## config.mk

```make
export PLATFORM = sky130hd
export DESIGN_NAME = uart_rx_status
export DESIGN_NICKNAME = d
export VERILOG_FILES = /design/src/rtl/uart_rx_pkg.sv /design/src/rtl/uart_rx_fifo.sv /design/src/rtl/uart_rx_lsr.sv /design/src/rtl/uart_rx_status.sv
export SDC_FILE = /design/constraint.sdc
export NUM_CORES = 1
export LEC_CHECK = 0
export ABC_AREA = 1
export BUFFER_PORTS_ARGS = -buffer_cell sky130_fd_sc_hd__buf_4
export CAP_MARGIN = 40
export CORE_UTILIZATION = 50
export CTS_CLUSTER_DIAMETER = 120
export CTS_CLUSTER_SIZE = 12
export DETAILED_ROUTE_END_ITERATION = 16
export GPL_ROUTABILITY_DRIVEN = 0
export PLACE_DENSITY = 0.74
export SYNTH_ARGS = -nofsm -noshare
export SYNTH_HDL_FRONTEND = slang
export SYNTH_SLANG_ARGS = --single-unit
export TNS_END_PERCENT = 100
```

## constraint.sdc

```tcl
create_clock -name clk -period 3.37 [get_ports clk]
set_clock_uncertainty 0.1 [all_clocks]
set_input_delay 1.011 -clock clk [delete_from_list [all_inputs] [get_ports clk]]
set_output_delay 1.011 -clock clk [all_outputs]
set_load 0.02 [all_outputs]
```

## src/rtl/uart_rx_pkg.sv

```systemverilog
package uart_rx_pkg;

    localparam int RX_DATA_W = 8;
    localparam int RX_ADDR_W = 3;

    localparam logic [RX_ADDR_W-1:0] ADDR_RXDATA = 3'd0;
    localparam logic [RX_ADDR_W-1:0] ADDR_IRQEN  = 3'd1;
    localparam logic [RX_ADDR_W-1:0] ADDR_LSTAT  = 3'd5;

    typedef struct packed {
        logic brk;
        logic fe;
        logic pe;
    } rx_flags_t;

    typedef struct packed {
        rx_flags_t              flags;
        logic [RX_DATA_W-1:0]   data;
    } rx_entry_t;

    typedef struct packed {
        logic brk;
        logic fe;
        logic pe;
        logic oe;
    } err_bits_t;

endpackage

```

## src/rtl/uart_rx_fifo.sv

```systemverilog
module uart_rx_fifo
    import uart_rx_pkg::*;
#(
    parameter int DEPTH = 16
) (
    input  logic                       clk,
    input  logic                       rst_n,
    input  logic                       push,
    input  logic                       pop,
    input  rx_entry_t                  wr_entry,
    output logic [RX_DATA_W-1:0]       head_data,
    output logic                       full,
    output logic                       empty,
    output logic                       head_load,
    output rx_flags_t                  head_next_flags
);
    localparam int PTR_W = (DEPTH > 1) ? $clog2(DEPTH) : 1;
    localparam int CNT_W = $clog2(DEPTH + 1);

    typedef struct packed {
        logic [PTR_W-1:0] wr_ptr;
        logic [PTR_W-1:0] rd_ptr;
        logic [CNT_W-1:0] count;
    } fifo_state_t;

    fifo_state_t st_q, st_d;
    rx_entry_t   mem_q [DEPTH];

    function automatic logic [PTR_W-1:0] ptr_inc(input logic [PTR_W-1:0] p);
        return (p == PTR_W'(DEPTH - 1)) ? '0 : p + 1'b1;
    endfunction

    assign full      = (st_q.count == CNT_W'(DEPTH));
    assign empty     = (st_q.count == '0);
    assign head_data = mem_q[st_q.rd_ptr].data;

    always_comb begin
        st_d = st_q;
        if (push) st_d.wr_ptr = ptr_inc(st_q.wr_ptr);
        if (pop)  st_d.rd_ptr = ptr_inc(st_q.rd_ptr);
        unique case ({push, pop})
            2'b10:   st_d.count = st_q.count + 1'b1;
            2'b01:   st_d.count = st_q.count - 1'b1;
            default: st_d.count = st_q.count;
        endcase

        // a new entry takes the head: first arrival, or a pop that leaves something
        head_load = (push && empty) || (pop && (st_q.count > CNT_W'(1) || push));
        if (pop && st_q.count > CNT_W'(1))
            head_next_flags = mem_q[ptr_inc(st_q.rd_ptr)].flags;
        else
            head_next_flags = wr_entry.flags;
    end

    always_ff @(posedge clk) begin
        if (!rst_n) st_q <= '0;
        else        st_q <= st_d;
    end

    always_ff @(posedge clk) begin
        if (push) mem_q[st_q.wr_ptr] <= wr_entry;
    end


    no_overflow_chk: assert property (@(posedge clk) disable iff (!rst_n)
        st_q.count <= CNT_W'(DEPTH));


    no_push_when_full_chk: assert property (@(posedge clk) disable iff (!rst_n)
        (full && !pop) |-> !push);


    no_pop_when_empty_chk: assert property (@(posedge clk) disable iff (!rst_n)
        empty |-> !pop);


    count_up_chk: assert property (@(posedge clk) disable iff (!rst_n)
        (push && !pop) |=> (st_q.count == $past(st_q.count) + 1'b1));

endmodule

```

## src/rtl/uart_rx_lsr.sv

```systemverilog
module uart_rx_lsr
    import uart_rx_pkg::*;
(
    input  logic      clk,
    input  logic      rst_n,
    input  logic      head_load,
    input  rx_flags_t head_flags,
    input  logic      ovr_evt,
    input  logic      lsr_rd,
    output err_bits_t err_q
);
    err_bits_t err_d;

    always_comb begin
        err_d = lsr_rd ? '0 : err_q;
        if (head_load) begin
            err_d.brk = err_d.brk | head_flags.brk;
            err_d.fe  = err_d.fe  | head_flags.fe;
            err_d.pe  = err_d.pe  | head_flags.pe;
        end
        if (ovr_evt) err_d.oe = 1'b1;
    end

    always_ff @(posedge clk) begin
        if (!rst_n) err_q <= '0;
        else        err_q <= err_d;
    end


    rd_clears_chk: assert property (@(posedge clk) disable iff (!rst_n)
        (lsr_rd && !head_load && !ovr_evt) |=> (err_q == '0));


    ovr_sets_chk: assert property (@(posedge clk) disable iff (!rst_n)
        ovr_evt |=> err_q.oe);


    pe_sets_chk: assert property (@(posedge clk) disable iff (!rst_n)
        (head_load && head_flags.pe) |=> err_q.pe);


    no_spurious_oe_chk: assert property (@(posedge clk) disable iff (!rst_n)
        (!ovr_evt && !err_q.oe) |=> !err_q.oe);

endmodule

```

## src/rtl/uart_rx_status.sv

```systemverilog
module uart_rx_status
    import uart_rx_pkg::*;
#(
    parameter int DEPTH      = 16,
    parameter int IRQ_EN_BIT = 2
) (
    input  logic                  clk,
    input  logic                  rst_n,
    input  logic                  char_valid,
    input  logic [RX_DATA_W-1:0]  char_data,
    input  logic                  char_pe,
    input  logic                  char_fe,
    input  logic                  char_brk,
    input  logic                  bus_en,
    input  logic                  bus_we,
    input  logic [RX_ADDR_W-1:0]  bus_addr,
    input  logic [7:0]            bus_wdata,
    output logic [7:0]            bus_rdata,
    output logic                  data_ready,
    output logic                  rls_irq
);
    typedef struct packed {
        logic [7:0] irq_en;
    } top_state_t;

    top_state_t st_q, st_d;

    logic                 rd_data, rd_lsr, wr_irqen;
    logic                 push, pop, ovr_evt;
    logic                 full, empty, head_load;
    logic [RX_DATA_W-1:0] head_data;
    rx_flags_t            head_flags;
    rx_entry_t            in_entry;
    err_bits_t            err_q;
    logic [7:0]           lsr_val;

    assign rd_data   = bus_en && !bus_we && (bus_addr == ADDR_RXDATA);
    assign rd_lsr    = bus_en && !bus_we && (bus_addr == ADDR_LSTAT);
    assign wr_irqen  = bus_en &&  bus_we && (bus_addr == ADDR_IRQEN);

    assign pop       = rd_data && !empty;
    assign push      = char_valid && (!full || pop);
    assign ovr_evt   = char_valid && full && !pop;

    assign in_entry.data      = char_data;
    assign in_entry.flags.pe  = char_pe;
    assign in_entry.flags.fe  = char_fe;
    assign in_entry.flags.brk = char_brk;

    uart_rx_fifo #(.DEPTH(DEPTH)) u_fifo (
        .clk             (clk),
        .rst_n           (rst_n),
        .push            (push),
        .pop             (pop),
        .wr_entry        (in_entry),
        .head_data       (head_data),
        .full            (full),
        .empty           (empty),
        .head_load       (head_load),
        .head_next_flags (head_flags)
    );

    uart_rx_lsr u_lsr (
        .clk        (clk),
        .rst_n      (rst_n),
        .head_load  (head_load),
        .head_flags (head_flags),
        .ovr_evt    (ovr_evt),
        .lsr_rd     (rd_lsr),
        .err_q      (err_q)
    );

    always_comb begin
        st_d = st_q;
        if (wr_irqen) st_d.irq_en = bus_wdata;
    end

    always_ff @(posedge clk) begin
        if (!rst_n) st_q <= '0;
        else        st_q <= st_d;
    end

    assign lsr_val    = {3'b000, err_q.brk, err_q.fe, err_q.pe, err_q.oe, !empty};
    assign data_ready = !empty;
    assign rls_irq    = st_q.irq_en[IRQ_EN_BIT] && (err_q != '0);

    always_comb begin
        unique case (bus_addr)
            ADDR_RXDATA: bus_rdata = empty ? 8'h00 : 8'(head_data);
            ADDR_IRQEN:  bus_rdata = st_q.irq_en;
            ADDR_LSTAT:  bus_rdata = lsr_val;
            default:     bus_rdata = 8'h00;
        endcase
    end


    irq_gated_chk: assert property (@(posedge clk) disable iff (!rst_n)
        !st_q.irq_en[IRQ_EN_BIT] |-> !rls_irq);


    irq_cleared_chk: assert property (@(posedge clk) disable iff (!rst_n)
        (rd_lsr && !head_load && !ovr_evt) |=> !rls_irq);


    ready_after_push_chk: assert property (@(posedge clk) disable iff (!rst_n)
        push |=> data_ready);


    reserved_zero_chk: assert property (@(posedge clk) disable iff (!rst_n)
        (bus_addr == ADDR_LSTAT) |-> (bus_rdata[7:5] == 3'b000));

endmodule

```

; ---- Word level (Yosys, flattened, before mapping)
; Memories as Yosys holds them, arrays and structs flattened. A register that Yosys moved wholly into a read port is not among the register bits.
; Cells that the tools add are included.
[op_classes]
n_reduce_logical = 25
eq_ne = 7
n_bitwise = 3
order_cmp = 1
add_sub_neg = 4
muxes = 13
[op_table]
columns = operator, count
row1 = $pmux W8 S3, 1
row2 = $mux W4, 5
row3 = $logic_and A1 B1 Y1, 13
row4 = $pmux W5 S2, 1
row5 = $add A4 B1 Y4 const B, 2
row6 = $eq A4 B4 Y1 const B, 2
row7 = $mux W8, 1
row8 = $mux W3, 2
row9 = $add A5 B1 Y5 const B, 1
row10 = $eq A5 B5 Y1 const B, 1
row11 = $gt A5 B1 Y1 const B, 1
row12 = $logic_not A5 Y1, 1
row13 = $sub A5 B1 Y5 const B, 1
row14 = $logic_not A1 Y1, 4
row15 = $reduce_bool A2 Y1, 2
row16 = $reduce_bool A4 Y1, 1
row17 = $eq A3 B1 Y1 const B, 1
row18 = $eq A3 B3 Y1 const B, 1
row19 = $logic_not A3 Y1, 1
row20 = $logic_or A1 B1 Y1, 3
row21 = $mux W1, 3
row22 = $or A1 B1 Y1, 3
row23 = $eq A2 B1 Y1 const B, 1
row24 = $eq A2 B2 Y1 const B, 1
[word_totals]
n_memories = 1
out_inout_bits = 10
ramBits = 176
elab_cells = 62
input_bits = 27
ff_bits = 25
[memory_table]
columns = memory, depth, width, read_ports, rd_ports_with_merged_regs, write_ports, line
row1 = u_fifo.mem_q, 16, 11, 2, 1, 1, uart_rx_fifo.sv:27  ; rx_entry_t mem_q [DEPTH];

; ---- Logic depth before layout (Yosys ltp)
[logic_depth]
ltp_word = 10
mapped_depth = 18
ltp_nobuf = 18

; ---- By module
; From an unflattened synthesis, not the netlist that was laid out.
[hier_totals]
hier_cells = 778
area_unflattened_um2 = 8853.5
[by_module_without_submodules]
columns = module, seq_area_each_um2, cells_each, n_inst, area_each_um2
row1 = uart_rx_fifo, 5625.4, 661, 1, 8134.1
row2 = uart_rx_status, 160.2, 99, 1, 581.8
row3 = uart_rx_lsr, 80.1, 18, 1, 137.6

; ---- Worst setup path after synthesis
; Ideal clock, no wire load.
[synth_path]
path_type = input to output
start = input bus_addr[1]
end = output bus_rdata[6]
path_stages = 3
path_slack_ns = 0.341
n_path_buf = 0
required_ns = 2.259
arrival_ns = 1.918
cell_sequence = nor3_1 > inv_1 > o21ai_0
[synth_between]
elab_chain_cells = 2
elab_cells_between_ends = 4
cone_classes = eq/ne (2) / mux (1) / reduce/logical (1)
[synth_lines]
columns = element, line
row1 = "start, declared", uart_rx_status.sv:16  ; input logic [RX_ADDR_W-1:0] bus_addr,
row2 = $eq A3 B3 Y1 (tied with other cells), uart_rx_status.sv:88  ; unique case (bus_addr)
row3 = $pmux W8 S3 *, uart_rx_status.sv:88
row4 = "end, declared", uart_rx_status.sv:18  ; output logic [7:0] bus_rdata,
; Every way passes the cells marked *; elsewhere a longest branch is shown, timed or not.

==> impl_metrics.json <==
{
  "outcome": "complete, no violations",
  "cp_data_arrival_time_ns": 2.19,
  "total_power_mw": 5.204,
  "hold_class": "flop to flop",
  "rsz0062_at_grt": "true",
  "drive_above_1_share_pct": 14.82,
  "clock-root-buffer": "clkbuf_16",
  "die_x_um": 133.8,
  "synth_cells": 775,
  "ys_seq_elements": 205,
  "chipHeight_um": 133.8,
  "reg2reg_from": "u_fifo.st_q[0]",
  "finalSetupViolCount": 0,
  "dr.pass1.iters": 5,
  "antenna_found_initial": 0,
  "syn_avg_cell_area_um2": 11.21,
  "fin_cells": 1070,
  "power_leakage_nw": 3.711,
  "final_antenna_net_count": 0,
  "top_level_ports": 37,
  "grt_overflow": 0,
  "fmax_mhz": 303.4,
  "syn_nets": 812,
  "postCtsHoldBufs": 0,
  "row_count": 47,
  "via_count": 5998,
  "worstSetupPathType": "flop to primary output",
  "layout_commonest_cell": "edfxtp_1",
  "viasPerCell": 5.606,
  "cts_buffers": 21,
  "min_from": "st_q[1]",
  "cts_sinks": 205,
  "fin_ws_ns": 0.07375,
  "synth_cell_type_count": 39,
  "drt-initial-drc-count": 601,
  "dpl.hpwl_um": 11960,
  "grt_pass1_vias": 5826,
  "dieArea_um2": 17910,
  "finalWirelength_um": 20100,
  "drc": 0,
  "placed_cells": 1029,
  "ys_seq_area_share_pct": 67.49,
  "finalCritPeriodShare_pct": 97.81,
  "drv_slew": 0,
  "slew_headroom_pct": 62.85,
  "grt_pass1_wl_um": 31540,
  "finalNetCount": 872,
  "fin_area_um2": 10090,
  "grt_usage_pct": 23.33,
  "yosys_warnings": 0,
  "io_buffer_count": 36,
  "start_util_pct": 51.86,
  "power_density_nw_per_um2": 515.6,
  "insertion_delay_ns": 0.50,
  "critPathMaxFanout": 17,
  "peakVddDrop_v": 0.0004503,
  "synth_area_um2": 8691,
  "end_kind": "primary output",
  "cts_tree": "yes",
  "wl_per_cell_um": 18.78,
  "crit_required_ns": 2.26,
  "tightestPinTransition_ns": 0.5514,
  "antenna_cells": 0,
  "core_area_um2": 16760,
  "maxCapViolCount": 0,
  "htreeDepth": 1,
  "finalCriticalPeriod_ns": 3.296,
  "syn2layout_area_growth_pct": 16.14,
  "grt_max_degree": 35,
  "hold_viol_final": 0,
  "mostFrequentLayoutCells": "edfxtp_1, nor2_1, o21ai_0",
  "dpl-instance-area_um2": 9354,
  "path_clk_slew_ns": 0.06,
  "startpoint_type": "flop",
  "clock_path_buffers": 3,
  "fillers": 1311,
  "preCtsSetupSlack_ns": 0.2135
}
area by class of cell:
cell class	count	area (um^2)	area share [%]
repair buffers	71	645.6	6.396
inverters	86	342.8	3.397
clock buffers	36	581.8	5.764
flip-flops and latches	205	5871	58.16
well taps	220	275.3	2.727
multi-input cells	450	2357	23.35
clock inverters	2	20.02	0.1983
what timing repair did:
item,in CTS,in global routing
gates resized for setup,7,16
setup endpoints to repair,4,6
buffers inserted,0,0
gates cloned,2,1
Yosys cell counts:
master | count | share of area, %
clkbuf_1 | 18 | 0.78
a31o_2 | 2 | 0.20
nand3b_1 | 12 | 1.0
o21ai_0 | 93 | 5.4
buf_4 | 1 | 0.086
clkbuf_2 | 2 | 0.12
buf_2 | 12 | 0.69
a21oi_1 | 23 | 1.3
nand3_1 | 72 | 4.1
nand2_4 | 3 | 0.39
inv_1 | 78 | 3.4
nand3_4 | 1 | 0.20
inv_2 | 5 | 0.22
nor2_4 | 1 | 0.13
nor2_2 | 3 | 0.22
edfxtp_1 | 176 | 61
dfxtp_1 | 29 | 6.7
clkinv_1 | 1 | 0.043
o31ai_1 | 2 | 0.17
o211ai_1 | 18 | 1.6
o21ai_1 | 3 | 0.17
nand2_2 | 5 | 0.36
mux2i_1 | 1 | 0.12
or2_2 | 2 | 0.14
xor2_1 | 3 | 0.30
a41oi_1 | 1 | 0.10
inv_6 | 1 | 0.10
nand2_1 | 67 | 2.9
inv_4 | 1 | 0.072
a211oi_1 | 2 | 0.17
buf_1 | 1 | 0.043
nor2_1 | 98 | 4.2
o22ai_1 | 16 | 1.2
nor3_2 | 1 | 0.12
nand4_1 | 1 | 0.072
ha_1 | 10 | 1.4
o221ai_1 | 7 | 0.71
nor3_1 | 1 | 0.058
nand3_2 | 2 | 0.23
power by group:
group          total, mW  internal (mW)  leakage [nW]  switching, mW
clock               2.10           1.18         0.287          0.925
sequential          2.81           2.79          1.83         0.0179
combinational      0.290         0.0980          1.60          0.191
total               5.20           4.07          3.71           1.13
worst paths after layout:
kind,to,slack [ns],cells after the start
hold / removal,st_q[1],0.35,2
setup / recovery,bus_rdata[5],0.07,9
hold reg to reg,st_q[1],0.35,2
setup reg to reg,u_fifo.st_q[4],0.72,18
flip-flops by register name, indices dropped and copies added (netlist names), named ones only:
signal        cells
u_fifo.mem_q    176
u_fifo.st_q      13
st_q              8
u_lsr.err_q       4
kinds of logic (layout without fill, tap and decap cells):
| logic type | count (synthesis) | count (layout) | synth area share, % |
|---|---|---|---|
| compound gates | 167 | 167 | 10.91 |
| buf+inv | 120 | 195 | 5.514 |
| flops | 205 | 205 | 67.49 |
| fa+ha+maj | 10 | 10 | 1.440 |
| simple gates | 269 | 269 | 14.22 |
| xor+xnor | 3 | 3 | 0.3024 |
| mux | 1 | 1 | 0.1152 |
critical path, cell delays in order (launching register included):
cell	delay, ns
dfxtp_4	0.41
inv_8	0.07
bufbuf_16	0.29
nor2_1	0.12
o22ai_1	0.12
o211ai_1	0.29
nand2_1	0.10
nand2_1	0.07
o21ai_1	0.05
buf_4	0.16
metal layers:
metal  GRT usage [%]  vias to the layer above  routed length [um]
met5               0                        -                   0
met4           10.10                        0                 616
met3           3.364                       48                1190
met2           37.56                      196                9919
met1           31.74                     2906                8370
li1                -                     2848                   -
through the flow:
step | hold WS, ns | utilization [%] | setup TNS (ns)
6_report | 0.3503 | 60.22 | 0
5_1_grt | 0.3862 | 60.22 | -0.01265
4_1_cts | 0.3509 | 59.85 | -0.03554
3_5_place_dp | 0.3426 | 55.81 | 0
3_3_place_gp | 0.3368 | 55.81 | 0
2_1_floorplan | 0.3238 | - | 0
Note: power is estimated with default switching activity, not from simulation.
